<file path="src/rtl/sup_pkg.sv">
package sup_pkg;
  typedef enum logic [1:0] {
    MODE_IDLE  = 2'd0,
    MODE_START = 2'd1,
    MODE_RUN   = 2'd2,
    MODE_BROWN = 2'd3
  } sup_mode_e;

  localparam int unsigned FLAG_N    = 6;
  localparam int unsigned F_START   = 0;
  localparam int unsigned F_OK      = 1;
  localparam int unsigned F_HIGH    = 2;
  localparam int unsigned F_BZERO   = 3;
  localparam int unsigned F_BIAS_HI = 4;
  localparam int unsigned F_BIAS_LO = 5;

  function automatic longint unsigned time_to_cyc(longint unsigned hz,
                                                  longint unsigned t,
                                                  longint unsigned per_s);
    return (hz * t) / per_s;
  endfunction
endpackage

</file>
<file path="src/rtl/sup_sync.sv">
module sup_sync #(
  parameter int unsigned W      = 1,
  parameter int unsigned STAGES = 2
) (
  input  logic         clk_i,
  input  logic         rst_ni,
  input  logic [W-1:0] d_i,
  output logic [W-1:0] q_o
);
  logic [W-1:0] stg_q [STAGES];

  for (genvar s = 0; s < STAGES; s++) begin : g_stage
    if (s == 0) begin : g_first
      always_ff @(posedge clk_i or negedge rst_ni)
        if (!rst_ni) stg_q[s] <= '0;
        else         stg_q[s] <= d_i;
    end else begin : g_next
      always_ff @(posedge clk_i or negedge rst_ni)
        if (!rst_ni) stg_q[s] <= '0;
        else         stg_q[s] <= stg_q[s-1];
    end
  end

  assign q_o = stg_q[STAGES-1];
endmodule

</file>
<file path="src/rtl/sup_bias_hyst.sv">
module sup_bias_hyst (
  input  logic clk_i,
  input  logic rst_ni,
  input  logic above_hi_i,
  input  logic above_lo_i,
  output logic ctrl_o
);
  logic ctrl_q;

  always_ff @(posedge clk_i or negedge rst_ni)
    if (!rst_ni)          ctrl_q <= 1'b0;
    else if (above_hi_i)  ctrl_q <= 1'b1;
    else if (!above_lo_i) ctrl_q <= 1'b0;

  assign ctrl_o = ctrl_q;

  // band between thresholds keeps last decision
  assert_band_hold_R4: assert property (@(posedge clk_i) disable iff (!rst_ni)
    (above_lo_i && !above_hi_i) |=> $stable(ctrl_q));
  assert_fall_low_R4: assert property (@(posedge clk_i) disable iff (!rst_ni)
    (!above_lo_i && !above_hi_i) |=> !ctrl_q);
  assert_rise_high_R4: assert property (@(posedge clk_i) disable iff (!rst_ni)
    above_hi_i |=> ctrl_q);
endmodule

</file>
<file path="src/rtl/sup_timer.sv">
module sup_timer #(
  parameter int unsigned W = 8
) (
  input  logic         clk_i,
  input  logic         rst_ni,
  input  logic         clr_i,
  input  logic [W-1:0] lim_i,
  output logic         done_o
);
  logic [W-1:0] cnt_q;

  always_ff @(posedge clk_i or negedge rst_ni)
    if (!rst_ni)     cnt_q <= '0;
    else if (clr_i)  cnt_q <= '0;
    else             cnt_q <= cnt_q + W'(1);

  assign done_o = (cnt_q == lim_i - W'(1));

  assert_cnt_bound_R6: assert property (@(posedge clk_i) disable iff (!rst_ni)
    !clr_i |-> (cnt_q < lim_i));
endmodule

</file>
<file path="src/rtl/start_supervisor.sv">
module start_supervisor
  import sup_pkg::*;
#(
  parameter int unsigned CLK_HZ      = 50_000_000,
  parameter int unsigned STARTUP_MS  = 600,
  parameter int unsigned BROWNOUT_US = 21_000,
  parameter int unsigned SYNC_STAGES = 2
) (
  input  logic       clk_i,
  input  logic       rst_ni,
  input  logic       line_start_i,
  input  logic       line_ok_i,
  input  logic       line_high_i,
  input  logic       bulk_zero_i,
  input  logic       bias_hi_i,
  input  logic       bias_lo_i,
  output logic       drive_en_o,
  output logic       bias_fet_o,
  output logic [1:0] mode_o
);
  localparam longint unsigned START_CYC = time_to_cyc(CLK_HZ, STARTUP_MS, 1000);
  localparam longint unsigned BROWN_CYC = time_to_cyc(CLK_HZ, BROWNOUT_US, 1_000_000);
  localparam longint unsigned MAX_CYC   = (START_CYC > BROWN_CYC) ? START_CYC : BROWN_CYC;
  localparam int unsigned     TMR_W     = $clog2(MAX_CYC + 1);
  localparam logic [TMR_W-1:0] LIM_START = TMR_W'(START_CYC);
  localparam logic [TMR_W-1:0] LIM_BROWN = TMR_W'(BROWN_CYC);

  logic [FLAG_N-1:0] flag_raw, flag_s;
  logic              bias_ok, blocked, tmr_done, tmr_clr;
  logic [TMR_W-1:0]  tmr_lim;
  sup_mode_e         state_q, state_d;

  always_comb begin
    flag_raw            = '0;
    flag_raw[F_START]   = line_start_i;
    flag_raw[F_OK]      = line_ok_i;
    flag_raw[F_HIGH]    = line_high_i;
    flag_raw[F_BZERO]   = bulk_zero_i;
    flag_raw[F_BIAS_HI] = bias_hi_i;
    flag_raw[F_BIAS_LO] = bias_lo_i;
  end

  sup_sync #(.W(FLAG_N), .STAGES(SYNC_STAGES)) u_sync (
    .clk_i (clk_i),
    .rst_ni(rst_ni),
    .d_i   (flag_raw),
    .q_o   (flag_s)
  );

  sup_bias_hyst u_hyst (
    .clk_i     (clk_i),
    .rst_ni    (rst_ni),
    .above_hi_i(flag_s[F_BIAS_HI]),
    .above_lo_i(flag_s[F_BIAS_LO]),
    .ctrl_o    (bias_ok)
  );

  assign blocked = flag_s[F_HIGH] & flag_s[F_BZERO];

  always_comb begin
    state_d = state_q;
    unique case (state_q)
      MODE_IDLE:
        if (flag_s[F_START] && !blocked) state_d = MODE_START;
      MODE_START:
        if (bias_ok && flag_s[F_START] && !blocked) state_d = MODE_RUN;
        else if (tmr_done)                          state_d = MODE_IDLE;
      MODE_RUN:
        if (!flag_s[F_OK]) state_d = MODE_BROWN;
      MODE_BROWN:
        if (flag_s[F_OK])  state_d = MODE_RUN;
        else if (tmr_done) state_d = MODE_IDLE;
      default: state_d = MODE_IDLE;
    endcase
  end

  always_ff @(posedge clk_i or negedge rst_ni)
    if (!rst_ni) state_q <= MODE_IDLE;
    else         state_q <= state_d;

  // timer restarts on every mode change; idle and run never time out
  assign tmr_clr = (state_d != state_q) || (state_q == MODE_IDLE) || (state_q == MODE_RUN);
  assign tmr_lim = (state_q == MODE_BROWN) ? LIM_BROWN : LIM_START;

  sup_timer #(.W(TMR_W)) u_tmr (
    .clk_i (clk_i),
    .rst_ni(rst_ni),
    .clr_i (tmr_clr),
    .lim_i (tmr_lim),
    .done_o(tmr_done)
  );

  assign drive_en_o = (state_q == MODE_RUN) || (state_q == MODE_BROWN);
  assign bias_fet_o = bias_ok;
  assign mode_o     = state_q;

  assert_blocked_start_R3: assert property (@(posedge clk_i) disable iff (!rst_ni)
    (state_q == MODE_IDLE && blocked) |=> (state_q == MODE_IDLE));
  assert_no_skip_start_R5: assert property (@(posedge clk_i) disable iff (!rst_ni)
    (state_q == MODE_IDLE) |=> (state_q != MODE_RUN));
  assert_run_needs_bias_R5: assert property (@(posedge clk_i) disable iff (!rst_ni)
    (state_q == MODE_START && !bias_ok) |=> (state_q != MODE_RUN));
  assert_sag_enters_brown_R7: assert property (@(posedge clk_i) disable iff (!rst_ni)
    (state_q == MODE_RUN && !flag_s[F_OK]) |=> (state_q == MODE_BROWN));
  assert_brown_recovers_R8: assert property (@(posedge clk_i) disable iff (!rst_ni)
    (state_q == MODE_BROWN && flag_s[F_OK]) |=> (state_q == MODE_RUN));
  assert_drive_drop_R9: assert property (@(posedge clk_i) disable iff (!rst_ni)
    $fell(drive_en_o) |-> (state_q == MODE_IDLE));
endmodule

</file>
<file path="config.mk">
export PLATFORM = sky130hd
export DESIGN_NAME = start_supervisor
export DESIGN_NICKNAME = d
export VERILOG_FILES = /design/src/rtl/sup_pkg.sv /design/src/rtl/sup_sync.sv /design/src/rtl/sup_bias_hyst.sv /design/src/rtl/sup_timer.sv /design/src/rtl/start_supervisor.sv
export SDC_FILE = /design/constraint.sdc
export NUM_CORES = 1
export LEC_CHECK = 0
export ABC_AREA = 1
export BUFFER_PORTS_ARGS = -buffer_cell sky130_fd_sc_hd__buf_2
export CORE_MARGIN = 2
export CORE_UTILIZATION = 55
export CTS_BUF_LIST = sky130_fd_sc_hd__clkbuf_4 sky130_fd_sc_hd__clkbuf_8 sky130_fd_sc_hd__clkbuf_16
export DETAILED_ROUTE_END_ITERATION = 8
export PLACE_DENSITY = 0.73
export SLEW_MARGIN = 20
export SYNTH_ARGS = -nofsm -noshare
export SYNTH_HDL_FRONTEND = slang
export SYNTH_SLANG_ARGS = --single-unit
</file>
<file path="constraint.sdc">
create_clock -name clk_i -period 1.71 [get_ports clk_i]
set_input_delay 0.0855 -clock clk_i [delete_from_list [all_inputs] [get_ports clk_i]]
set_output_delay 0.0855 -clock clk_i [all_outputs]
set_load 0.02 [all_outputs]
</file>
[Yosys cells after proc, flatten, opt, wreduce, memory -nomap -nowiden]
Cells that the tools add are included.
W data, S select, Z words.
Word-level totals
  flip-flop bits (word level): 40
  bits in latches: 0
  memory bits (writable): 0
  ROM bits: 0
  bits of input ports: 8
  logic and storage cells: 32
  memories kept: 0
Cells by class
  $add $sub $neg: 2
  $mul: 0
  divide/modulo/power cells: 0
  $lt $le $gt $ge: 0
  equal/unequal tests: 6
  shift operators: 0
  muxes and demuxes: 10
  bitwise operators: 1
  reductions and logical operators: 8
Operators with widths (number)
  $mux W25: 2
  $add A25 B1 Y25 const B: 1
  $eq A25 B25 Y1: 1
  $sub A25 B1 Y25 const B: 1
  $mux W2: 5
  $pmux W2 S4: 1
  $eq A2 B2 Y1 const B: 2
  $logic_and A1 B1 Y1: 3
  $logic_or A1 B1 Y1: 3
  $eq A2 B1 Y1 const B: 1
  $logic_not A2 Y1: 1
  $mux W1: 2
  $ne A2 B2 Y1: 1
  $ne A2 B2 Y1 const B: 1
  $and A1 B1 Y1: 1
  $logic_not A1 Y1: 1

[Logic depth before layout (Yosys ltp)]
Gate-level depths: netlist of the first run.
  depth in word-level cells: 11
  depth in mapped cells: 11
  depth with buffers taken out: 10

[Modules after synthesis]
A second synthesis of the first run with hierarchy kept.
Second synthesis, totals
  cell total of the unflattened synthesis: 425
  area, all modules: 2944.1 um2
Modules (own cells, without submodules)
  sup_timer: times used 1, cells an instance 369, area each 2358.5 um2, sequential area each 625.6 um2
  sup_sync: times used 1, cells an instance 18, area each 345.3 um2, sequential area each 300.3 um2
  start_supervisor: times used 1, cells an instance 34, area each 203.9 um2, sequential area each 50.0 um2
  sup_bias_hyst: times used 1, cells an instance 4, area each 36.3 um2, sequential area each 25.0 um2

[Worst setup path before layout of the first run]
OpenSTA, ideal clock, no wires.
  path type: reg-to-reg
  from: register state_q[0], in the netlist mode_o[0]
  to: register u_tmr.cnt_q[7]
  data arrival time: 1390 ps
  slack: 199 ps
  stages on the path, launching flop included: 10
  period minus slack after synthesis: 1511 ps
  cell sequence: dfrtp_1 nand2_1 nand2_1 o21ai_0 nand3_1 o21bai_2 nand2_2 nand2_4 buf_6 nor2_1
On the way
  word-level cells in the longest chain between the ends: 11
  elaborated cells between the ends (all ways): 17
  classes of those cells: add/sub: 1; eq/ne: 5; mux: 8; reduce/logical: 3
RTL lines
  start, declared: line start_supervisor.sv:31  | sup_mode_e state_q, state_d;
  start signal, assigned: line start_supervisor.sv:79  | else state_q <= state_d;
  $eq A2 B2 Y1: line start_supervisor.sv:62, start_supervisor.sv:83
  $mux W25: line start_supervisor.sv:83  | assign tmr_lim = (state_q == MODE_BROWN) ? LIM_BROWN : LIM_START;
  $sub A25 B1 Y25: line sup_timer.sv:17  | assign done_o = (cnt_q == lim_i - W'(1));
  $eq A25 B25 Y1: line sup_timer.sv:17
  $mux W2: line start_supervisor.sv:67, start_supervisor.sv:72
  $mux W2, on equally long branches: line start_supervisor.sv:71, start_supervisor.sv:66
  $pmux W2 S4: line start_supervisor.sv:62  | unique case (state_q)
  $ne A2 B2 Y1: line start_supervisor.sv:82  | assign tmr_clr = (state_d != state_q) || (state_q == MODE_IDLE) || (state_q == MODE_RUN);
  $logic_or A1 B1 Y1: line start_supervisor.sv:82
  $logic_or A1 B1 Y1 (*): line start_supervisor.sv:82
  $mux W25 (*): line sup_timer.sv:14  | else if (clr_i) cnt_q <= '0;
  end signal, assigned: line sup_timer.sv:15  | else cnt_q <= cnt_q + W'(1);
  end, declared: line sup_timer.sv:10  | logic [W-1:0] cnt_q;
Every way passes the cells marked *; elsewhere a longest branch is shown, timed or not.
A chain may end at the register's enable or synchronous reset.

[Final worst setup path of the first run]
  from: register u_tmr.cnt_q[6]
  to: register u_tmr.cnt_q[24]
On the way
  word-level cells in the longest chain between the ends: 8
  elaborated cells between the ends (all ways): 10
  classes of those cells: add/sub: 1; eq/ne: 2; mux: 5; reduce/logical: 2
RTL lines (line)
  $eq A25 B25 Y1: sup_timer.sv:17
  $mux W2: start_supervisor.sv:67, start_supervisor.sv:72
  $mux W2, on equally long branches: start_supervisor.sv:71, start_supervisor.sv:66
  $pmux W2 S4: start_supervisor.sv:62
  $ne A2 B2 Y1: start_supervisor.sv:82
  $logic_or A1 B1 Y1 (2 in series): start_supervisor.sv:82
  $mux W25 (*): sup_timer.sv:14
Marks and branches as above.

==> results of run 1 <==
-- path summary, 6_finish.rpt --
kind	slack (ps)	startpoint	cells after the start	end
min	290	rst_ni	3	u_tmr.cnt_q[24]
max in group asynchronous	1070	rst_ni	3	u_tmr.cnt_q[18]
min in group clk_i	350	bias_hi_i	2	u_sync.stg_q[10]
max	120	u_tmr.cnt_q[6]	10	u_tmr.cnt_q[24]
min reg2reg	360	u_sync.stg_q[9]	0	u_sync.q_o[3]
max reg2reg	120	u_tmr.cnt_q[6]	10	u_tmr.cnt_q[24]
-- flip-flops by register name, indices dropped and copies added, names as in the netlist --
register	count
u_hyst.ctrl_o	1
u_sync.q_o	6
u_tmr.cnt_q	25
mode_o	2
u_sync.stg_q	6
-- layout make-up --
| type | instances | area (sq um) | share of cell area, % |
|---|---|---|---|
| Sequential cell | 40 | 1003 | 42.73 |
| Multi-Input combinational cell | 172 | 890.9 | 37.93 |
| Timing Repair Buffer | 28 | 200.2 | 8.524 |
| Inverter | 27 | 101.3 | 4.315 |
| Clock buffer | 7 | 65.06 | 2.770 |
| Tap cell | 46 | 57.56 | 2.451 |
| Clock inverter | 1 | 30.03 | 1.279 |
-- synthesized netlist by cell type --
library cell                n  share of area, %
sky130_fd_sc_hd__nor2_1    53                10
sky130_fd_sc_hd__nand2_1   51               9.7
sky130_fd_sc_hd__dfrtp_1   40                51
sky130_fd_sc_hd__inv_1     26               4.9
sky130_fd_sc_hd__nand3_1   14               3.5
sky130_fd_sc_hd__xor2_1    13               5.8
sky130_fd_sc_hd__nor3_1     6               1.5
sky130_fd_sc_hd__xnor2_1    6               2.7
sky130_fd_sc_hd__nand4_1    5               1.6
sky130_fd_sc_hd__o21ai_0    5               1.3
sky130_fd_sc_hd__nor2_2     4               1.3
sky130_fd_sc_hd__nand2_2    3              0.95
sky130_fd_sc_hd__buf_6      2               1.1
sky130_fd_sc_hd__a21o_1     1              0.38
sky130_fd_sc_hd__a21oi_1    1              0.25
sky130_fd_sc_hd__a31oi_1    1              0.32
sky130_fd_sc_hd__clkbuf_1   1              0.19
sky130_fd_sc_hd__ha_1       1              0.63
sky130_fd_sc_hd__inv_2      1              0.19
sky130_fd_sc_hd__nand2_4    1              0.57
sky130_fd_sc_hd__nand3_2    1              0.51
sky130_fd_sc_hd__nand3b_1   1              0.38
sky130_fd_sc_hd__nor4_1     1              0.32
sky130_fd_sc_hd__o21bai_2   1              0.57
sky130_fd_sc_hd__or2_1      1              0.32
sky130_fd_sc_hd__or2_2      1              0.32
-- power by group through the flow --
stage	sequential (mW)	clock (mW)	combinational (mW)
floorplan	1.01	0	0.0628
global placement	1.01	0	0.110
detailed placement	1.01	0	0.111
CTS	0.990	0.702	0.127
global route	0.994	0.773	0.163
finish	0.990	0.689	0.146
-- cells in the final DEF, fill, tap and decap left out, drive strengths merged --
cell type / count
nor2: 57
nand2: 56
dfrtp: 40
inv: 27
buf: 21
nand3: 15
xor2: 13
dlygate4sd3: 7
clkbuf: 7
xnor2: 6
nor3: 6
nand4: 5
o21ai: 5
or2: 2
nand3b: 1
o21bai: 1
nor4: 1
a21oi: 1
a31oi: 1
a21o: 1
ha: 1
bufinv: 1
-- tightest hold or removal path, stage by stage --
cell and delay (ps):
sky130_fd_sc_hd__dlygate4sd3_1 520, sky130_fd_sc_hd__buf_2 100, sky130_fd_sc_hd__buf_4 410
-- layer usage --
layer / track usage (%) / vias up / wire length [um]
li1: - / 816 / -
met3: 8.275 / 6 / 184
met4: 7.609 / 0 / 55
met1: 31.03 / 748 / 1973
met5: 0 / - / 0
met2: 34.90 / 36 / 2006
-- through the flow --
step	hold slack, ps	instances	total power, mW
floorplan	-210.1	241	1.075
global placement	159.5	301	1.116
detailed placement	161.5	301	1.119
CTS	289.6	316	1.819
global route	308.2	321	1.930
finish	293.1	321	1.825
-- cells by family (layout without fill, tap and decap cells) --
family	count (synthesis)	after routing	share of synthesized area, %
AOI/OAI and AO/OA	9	9	2.786
xor gates and xnor gates	19	19	8.423
adders and majority gates	1	1	0.6332
buffers and inverters	30	63	6.459
DFF	40	40	50.66
and+or+nand+nor	142	143	31.03
-- timing repair --
item / in CTS / in global routing
gates resized for setup: 0 / 9
buffers inserted: 0 / 4
setup endpoints to repair: 0 / 25
endpoints found under the hold margin: 46 / 0
hold buffers: 7 / 0
==> impl_summary.log, run 1 <==
INFO  metric final.min_clock_period = 1588 ps
INFO  metric synthesized_area_per_cell = 8.198 sq um
INFO  metric syn-num-nets = 250
INFO  metric run_status = finished, final reports clean
INFO  metric worstMarginPinSlew = 478.0 ps
INFO  metric worst_slew_margin_rel = between 60% and 70%
INFO  metric worstSetupEndpointType = register
INFO  metric static-leakage-power = just over 1 nW
INFO  metric critical_path.max_fanout = 12
INFO  metric crit_path_most_repeated_cell = sky130_fd_sc_hd__nand2_1
INFO  metric final_cell_area = ~0.0023 sq mm
INFO  metric antenna_left = 0
INFO  metric slew_limit_fails = 0
INFO  metric initial_core_util = between 50 and 60%
INFO  metric worst-endpoint-arrival = 1850 ps
INFO  metric seqPwrFrac = a little over half
INFO  metric timing_hold_violations_final = 0
INFO  metric power_per_cell_area = 777.0 mW/mm^2
INFO  metric final_count_of_negative_setup_slack_endpoints = 0
INFO  metric die_area = around 0.0041 sq mm
INFO  metric die-height = ~64 um
INFO  metric worst-setup-path-type = reg -> reg
INFO  metric cts_tree = built
INFO  metric worst_skew_pair.late_latency = 360 ps
INFO  metric drt-total-wl = 4.219 mm
INFO  metric max_cap_violations = 0
INFO  metric drt_first_pass_iters = 4
INFO  metric postLayoutSetupSlackWorst = 122.1 ps
INFO  metric std_cell_rows = 21
INFO  metric dr_total_vias = between 1500 and 2000
INFO  metric fin_tns_setup = 0 ps
INFO  metric intPower = 1.416 mW
INFO  metric design.core.area = 0.003390 sq mm
INFO  metric critical_path.max_stage_delay = 430 ps
INFO  metric worst_path_max_delay_cell = sky130_fd_sc_hd__dfrtp_1
INFO  metric cts.sinks = 40
INFO  metric cts_buffers = 5
INFO  metric vias_per_cell = 5.003
INFO  metric power.switching = 0.4087 mW
INFO  metric h_tree_levels = 2
INFO  metric dpl.hpwl = 2.827 mm
INFO  metric layout_cells_sized_above_1 = 17.09%
INFO  metric pwr-share-comb = 8.0%
INFO  metric die_width = around 64 um
INFO  metric max-vdd-ir-drop = 0.5386 mV
INFO  metric drcViolationCount = 0
INFO  metric cts.reportedPaths.clkPinSlew = 110 ps
INFO  metric clkPwrFrac = 37.7%
INFO  metric cp_data_required_time = 1970 ps
INFO  metric average_wire_per_standard_cell = 13.14 um
INFO  metric nNetsFinal = 283
INFO  metric worst_path_dominant_cell_family = simple AND/OR/NAND/NOR gates
INFO  metric grt_antenna_before_repair = 0
INFO  metric hold_path.class = in -> async
INFO  metric yosys_warnings = 0
INFO  metric floorplan.io_pins = 12
INFO  metric pin_count_of_the_biggest_net_entering_global_routing = 41
INFO  metric place.port_buffers = 11
INFO  metric detailedPlace.worstSlack = 60.59 ps
INFO  metric first_global_vias = 1543
INFO  metric diodes = 0
INFO  metric detailedRoute.firstIterationViolations = about 100
INFO  metric fill_count = 289
INFO  metric grt_util_all_layers = 23.12%
INFO  metric post_synthesis_instance_area = 0.001976 sq mm
INFO  metric crit_buf_inv = 1
INFO  metric overflow = 0
INFO  metric grt_first_pass_wirelength = 6.989 mm
INFO  metric detailed_place.area = 0.002107 sq mm
INFO  metric sw_frac_of_total = about 22%
INFO  metric root_buffer = sky130_fd_sc_hd__clkbuf_4
INFO  metric finalCoreUtilization = a little under 70%
INFO  metric worstPathCellList = nand2_1 > inv_1 > nor2_1 > nand2_1 > nor2_2 > nand2_1 > o21bai_2 > nand2_4 > nand2_8 > nor2_1
INFO  metric synth_sequential_area_ratio = a little over 50%
INFO  metric area_growth_from_synthesis_to_layout = 18.87%
INFO  metric clock_path_buffers = 2
INFO  metric finalCritPeriodShare = between 90 and 100%
INFO  metric syn_inst = 241
INFO  metric synth.distinct_cells = 26
INFO  metric flop_and_latch_count_out_of_synthesis = 40
INFO  metric fmax = 629.8 MHz
INFO  metric critPathLaunchType = register
INFO  metric gp_routability_congestion = 0.8825
INFO  metric timing.clock.skew = 9.039 ps
Note: power is estimated with default switching activity, not from simulation.
==> run 2: changes to the inputs <==
==> constraint.sdc (replaced) <==
create_clock -name clk_i -period 1.7 [get_ports clk_i]
set_input_delay 0.085 -clock clk_i [delete_from_list [all_inputs] [get_ports clk_i]]
set_output_delay 0.085 -clock clk_i [all_outputs]
set_load 0.02 [all_outputs]
==> impl_summary.log, run 2 (synthesis results as in run 1) <==
INFO  metric run_status = finished, final reports clean (unchanged)
INFO  metric worstMarginPinSlew = 476.5 ps (was 478.0 ps)
INFO  metric worst_path_dominant_cell_family = simple AND/OR/NAND/NOR gates (unchanged)
INFO  metric mostFrequentLayoutCell = sky130_fd_sc_hd__nor2_1 (unchanged)
INFO  metric worst_skew_pair.late_latency = 340 ps (was 360 ps)
INFO  metric dr_total_vias = 1657 (was 1606)
INFO  metric place.port_buffers = 11 (unchanged)
INFO  metric design.core.area = 0.003390 sq mm (unchanged)
INFO  metric final_cell_area = 0.002354 sq mm (was 0.002349 sq mm)
INFO  metric drt-total-wl = 4.216 mm (was 4.219 mm)
INFO  metric final.min_clock_period = 1599 ps (was 1588 ps)
INFO  metric nNetsFinal = 284 (was 283)
INFO  metric drcViolationCount = 0 (unchanged)
INFO  metric worstPathCellList = ha_2 > nand3_1 > nor2_2 > nand2_1 > o21bai_2 > nand2_4 > nand2_8 > nor2_1 (was nand2_1 > inv_1 > nor2_1 > nand2_1 > nor2_2 > nand2_1 > o21bai_2 > nand2_4 > nand2_8 > nor2_1)
INFO  metric cts.reportedPaths.clkPinSlew = 120 ps (was 110 ps)
INFO  metric overflow = 0 (unchanged)
INFO  metric final_cells = 321 (unchanged)
INFO  metric gp_routability_congestion = 0.8734 (was 0.8825)
INFO  metric worst-r2r-cell-count = 8 (was 10)
INFO  metric h_tree_levels = 2 (unchanged)
INFO  metric number_of_flip_flops_under_the_largest_register_name = 25 (unchanged)
INFO  metric clock_path_buffers = 2 (unchanged)
INFO  metric detailed_place.area = 0.002122 sq mm (was 0.002107 sq mm)
INFO  metric max-vdd-ir-drop = 0.4099 mV (was 0.5386 mV)
INFO  metric critPathLaunchType = register (unchanged)
INFO  metric die-height = 63.94 um (unchanged)
INFO  metric number_of_placed_instances_taps_included = 303 (was 301)
INFO  metric antenna_left = 0 (unchanged)
INFO  metric ff2ff_setup_slack = 100 ps (was 120 ps)
INFO  metric fin_tns_setup = 0 ps (unchanged)
INFO  metric std_cell_rows = 21 (unchanged)
INFO  metric grt_antenna_before_repair = 0 (unchanged)
INFO  metric area_growth_from_synthesis_to_layout = 19.13% (was 18.87%)
INFO  metric first_global_vias = 1645 (was 1543)
INFO  metric cts.sinks = 40 (unchanged)
INFO  metric grt_first_pass_wirelength = 6.969 mm (was 6.989 mm)
INFO  metric worstSetupEndpointType = register (unchanged)
INFO  metric crit_buf_inv = 0 (was 1)
INFO  metric cts_tree = built (unchanged)
INFO  metric die_area = 0.004088 sq mm (unchanged)
INFO  metric registers.top_by_ff_count = u_tmr.cnt_q (unchanged)
INFO  metric timing_hold_violations_final = 0 (unchanged)
INFO  metric drt_first_pass_iters = 4 (unchanged)
INFO  metric grt_util_all_layers = 21.96% (was 23.12%)
INFO  metric fmax = 625.6 MHz (was 629.8 MHz)
INFO  metric cp_data_required_time = 1920 ps (was 1970 ps)
INFO  metric worst-endpoint-arrival = 1820 ps (was 1850 ps)
INFO  metric cts_buffers = 5 (unchanged)
INFO  metric layout_common_cells = 52 x sky130_fd_sc_hd__nor2_1, 50 x sky130_fd_sc_hd__nand2_1, 40 x sky130_fd_sc_hd__dfrtp_1 (was 52 x sky130_fd_sc_hd__nor2_1, 51 x sky130_fd_sc_hd__nand2_1, 38 x sky130_fd_sc_hd__dfrtp_1)
INFO  metric r2r_start = u_tmr.cnt_q[0] (was u_tmr.cnt_q[6])
INFO  metric vias_per_cell = 5.162 (was 5.003)
INFO  metric finalCritPeriodShare = 94.03% (was 92.86%)
INFO  metric diodes = 0 (unchanged)
INFO  metric power_per_cell_area = 804.8 mW/mm^2 (was 777.0 mW/mm^2)
INFO  metric layout_cells_sized_above_1 = 16.36% (was 17.09%)
INFO  metric initial_core_util = 58.29% (unchanged)
INFO  metric floorplan.io_pins = 12 (unchanged)
INFO  metric pin_count_of_the_biggest_net_entering_global_routing = 41 (unchanged)
INFO  metric worst-setup-path-type = reg -> reg (unchanged)
INFO  metric critical_path.max_stage_delay = 380 ps (was 430 ps)
INFO  metric slew_limit_fails = 0 (unchanged)
INFO  metric final_count_of_negative_setup_slack_endpoints = 0 (unchanged)
INFO  metric worst_hold_slack = 307.4 ps (was 293.1 ps)
INFO  metric detailedRoute.firstIterationViolations = 136 (was 103)
INFO  metric dpl.hpwl = 2.801 mm (was 2.827 mm)
INFO  metric worst_slew_margin_rel = 68.23% (was 68.13%)
INFO  metric root_buffer = sky130_fd_sc_hd__clkbuf_4 (unchanged)
INFO  metric timing.clock.skew = 15.97 ps (was 9.039 ps)
INFO  metric r2r_endpoint = u_tmr.cnt_q[11] (was u_tmr.cnt_q[24])
INFO  metric static-leakage-power = 1.033 nW (was 1.024 nW)
INFO  metric average_wire_per_standard_cell = 13.13 um (was 13.14 um)
INFO  metric die_width = 63.94 um (unchanged)
INFO  metric critical_path.max_fanout = 12 (unchanged)
INFO  metric worst_path_max_delay_cell = sky130_fd_sc_hd__dfrtp_1 (unchanged)
INFO  metric max_cap_violations = 0 (unchanged)
INFO  metric hold_path.class = in -> async (unchanged)
## run 2: how the worst max path moves through the flow
stage	from	to	slack, ps	depth (start not counted)
4_1_cts	u_tmr.cnt_q[1]	u_tmr.cnt_q[9]	50	8
2_1_floorplan	mode_o[0]	u_tmr.cnt_q[7]	190	9
3_3_place_gp	u_tmr.cnt_q[6]	u_tmr.cnt_q[11]	70	10
6_report	u_tmr.cnt_q[0]	u_tmr.cnt_q[11]	100	8
3_5_place_dp	u_tmr.cnt_q[6]	u_tmr.cnt_q[0]	20	10
5_1_grt	u_tmr.cnt_q[15]	u_tmr.cnt_q[9]	-7	9
## run 2: timing repair
action,CTS,global route
gates cloned,0,1
endpoints found under the hold margin,46,0
setup buffers,0,3
setup endpoints to repair,9,25
hold buffers,7,0
pin swaps,0,2
gates resized for setup,1,6
## run 2: layout make-up
class / instances / area [sq um]
clock inverter: 2 / 60.06
inverter: 27 / 101.3
sequential: 40 / 1001
fill: 258 / 1036
tap: 46 / 57.56
clock buffer: 5 / 37.54
multi-input combinational: 172 / 888.4
timing repair buffer: 29 / 207.7
## run 2: tightest hold or removal path: cells and delay by family
| kind | cells | cell delay, ps |
|---|---|---|
| buffers and inverters | 3 | 1020 |
## run 2: power by group
group	leakage [nW]	switching (mW)	total (mW)	internal, mW
clock	0.0513	0.293	0.744	0.450
sequential	0.518	0.0155	0.994	0.979
combinational	0.464	0.0950	0.156	0.0612
## run 2: metal layers
metal / global-route usage [%] / up-vias / share of wire (%)
li1: - / 814 / -
met1: 29.49 / 766 / 45
met4: 8.152 / 0 / 2.4
met2: 33.85 / 62 / 46
met5: 0 / - / 0
met3: 6.338 / 15 / 6.5
## run 2: stage by stage
stage | power [mW] | setup slack, ps | util (%)
after floorplan | 1.082 | 189.0 | -
after global placement | 1.123 | 68.39 | 62.61
after detailed placement | 1.127 | 15.59 | 62.61
after CTS | 1.891 | 49.44 | 67.81
after global routing | 1.984 | -7.298 | 69.44
final | 1.894 | 101.5 | 69.44
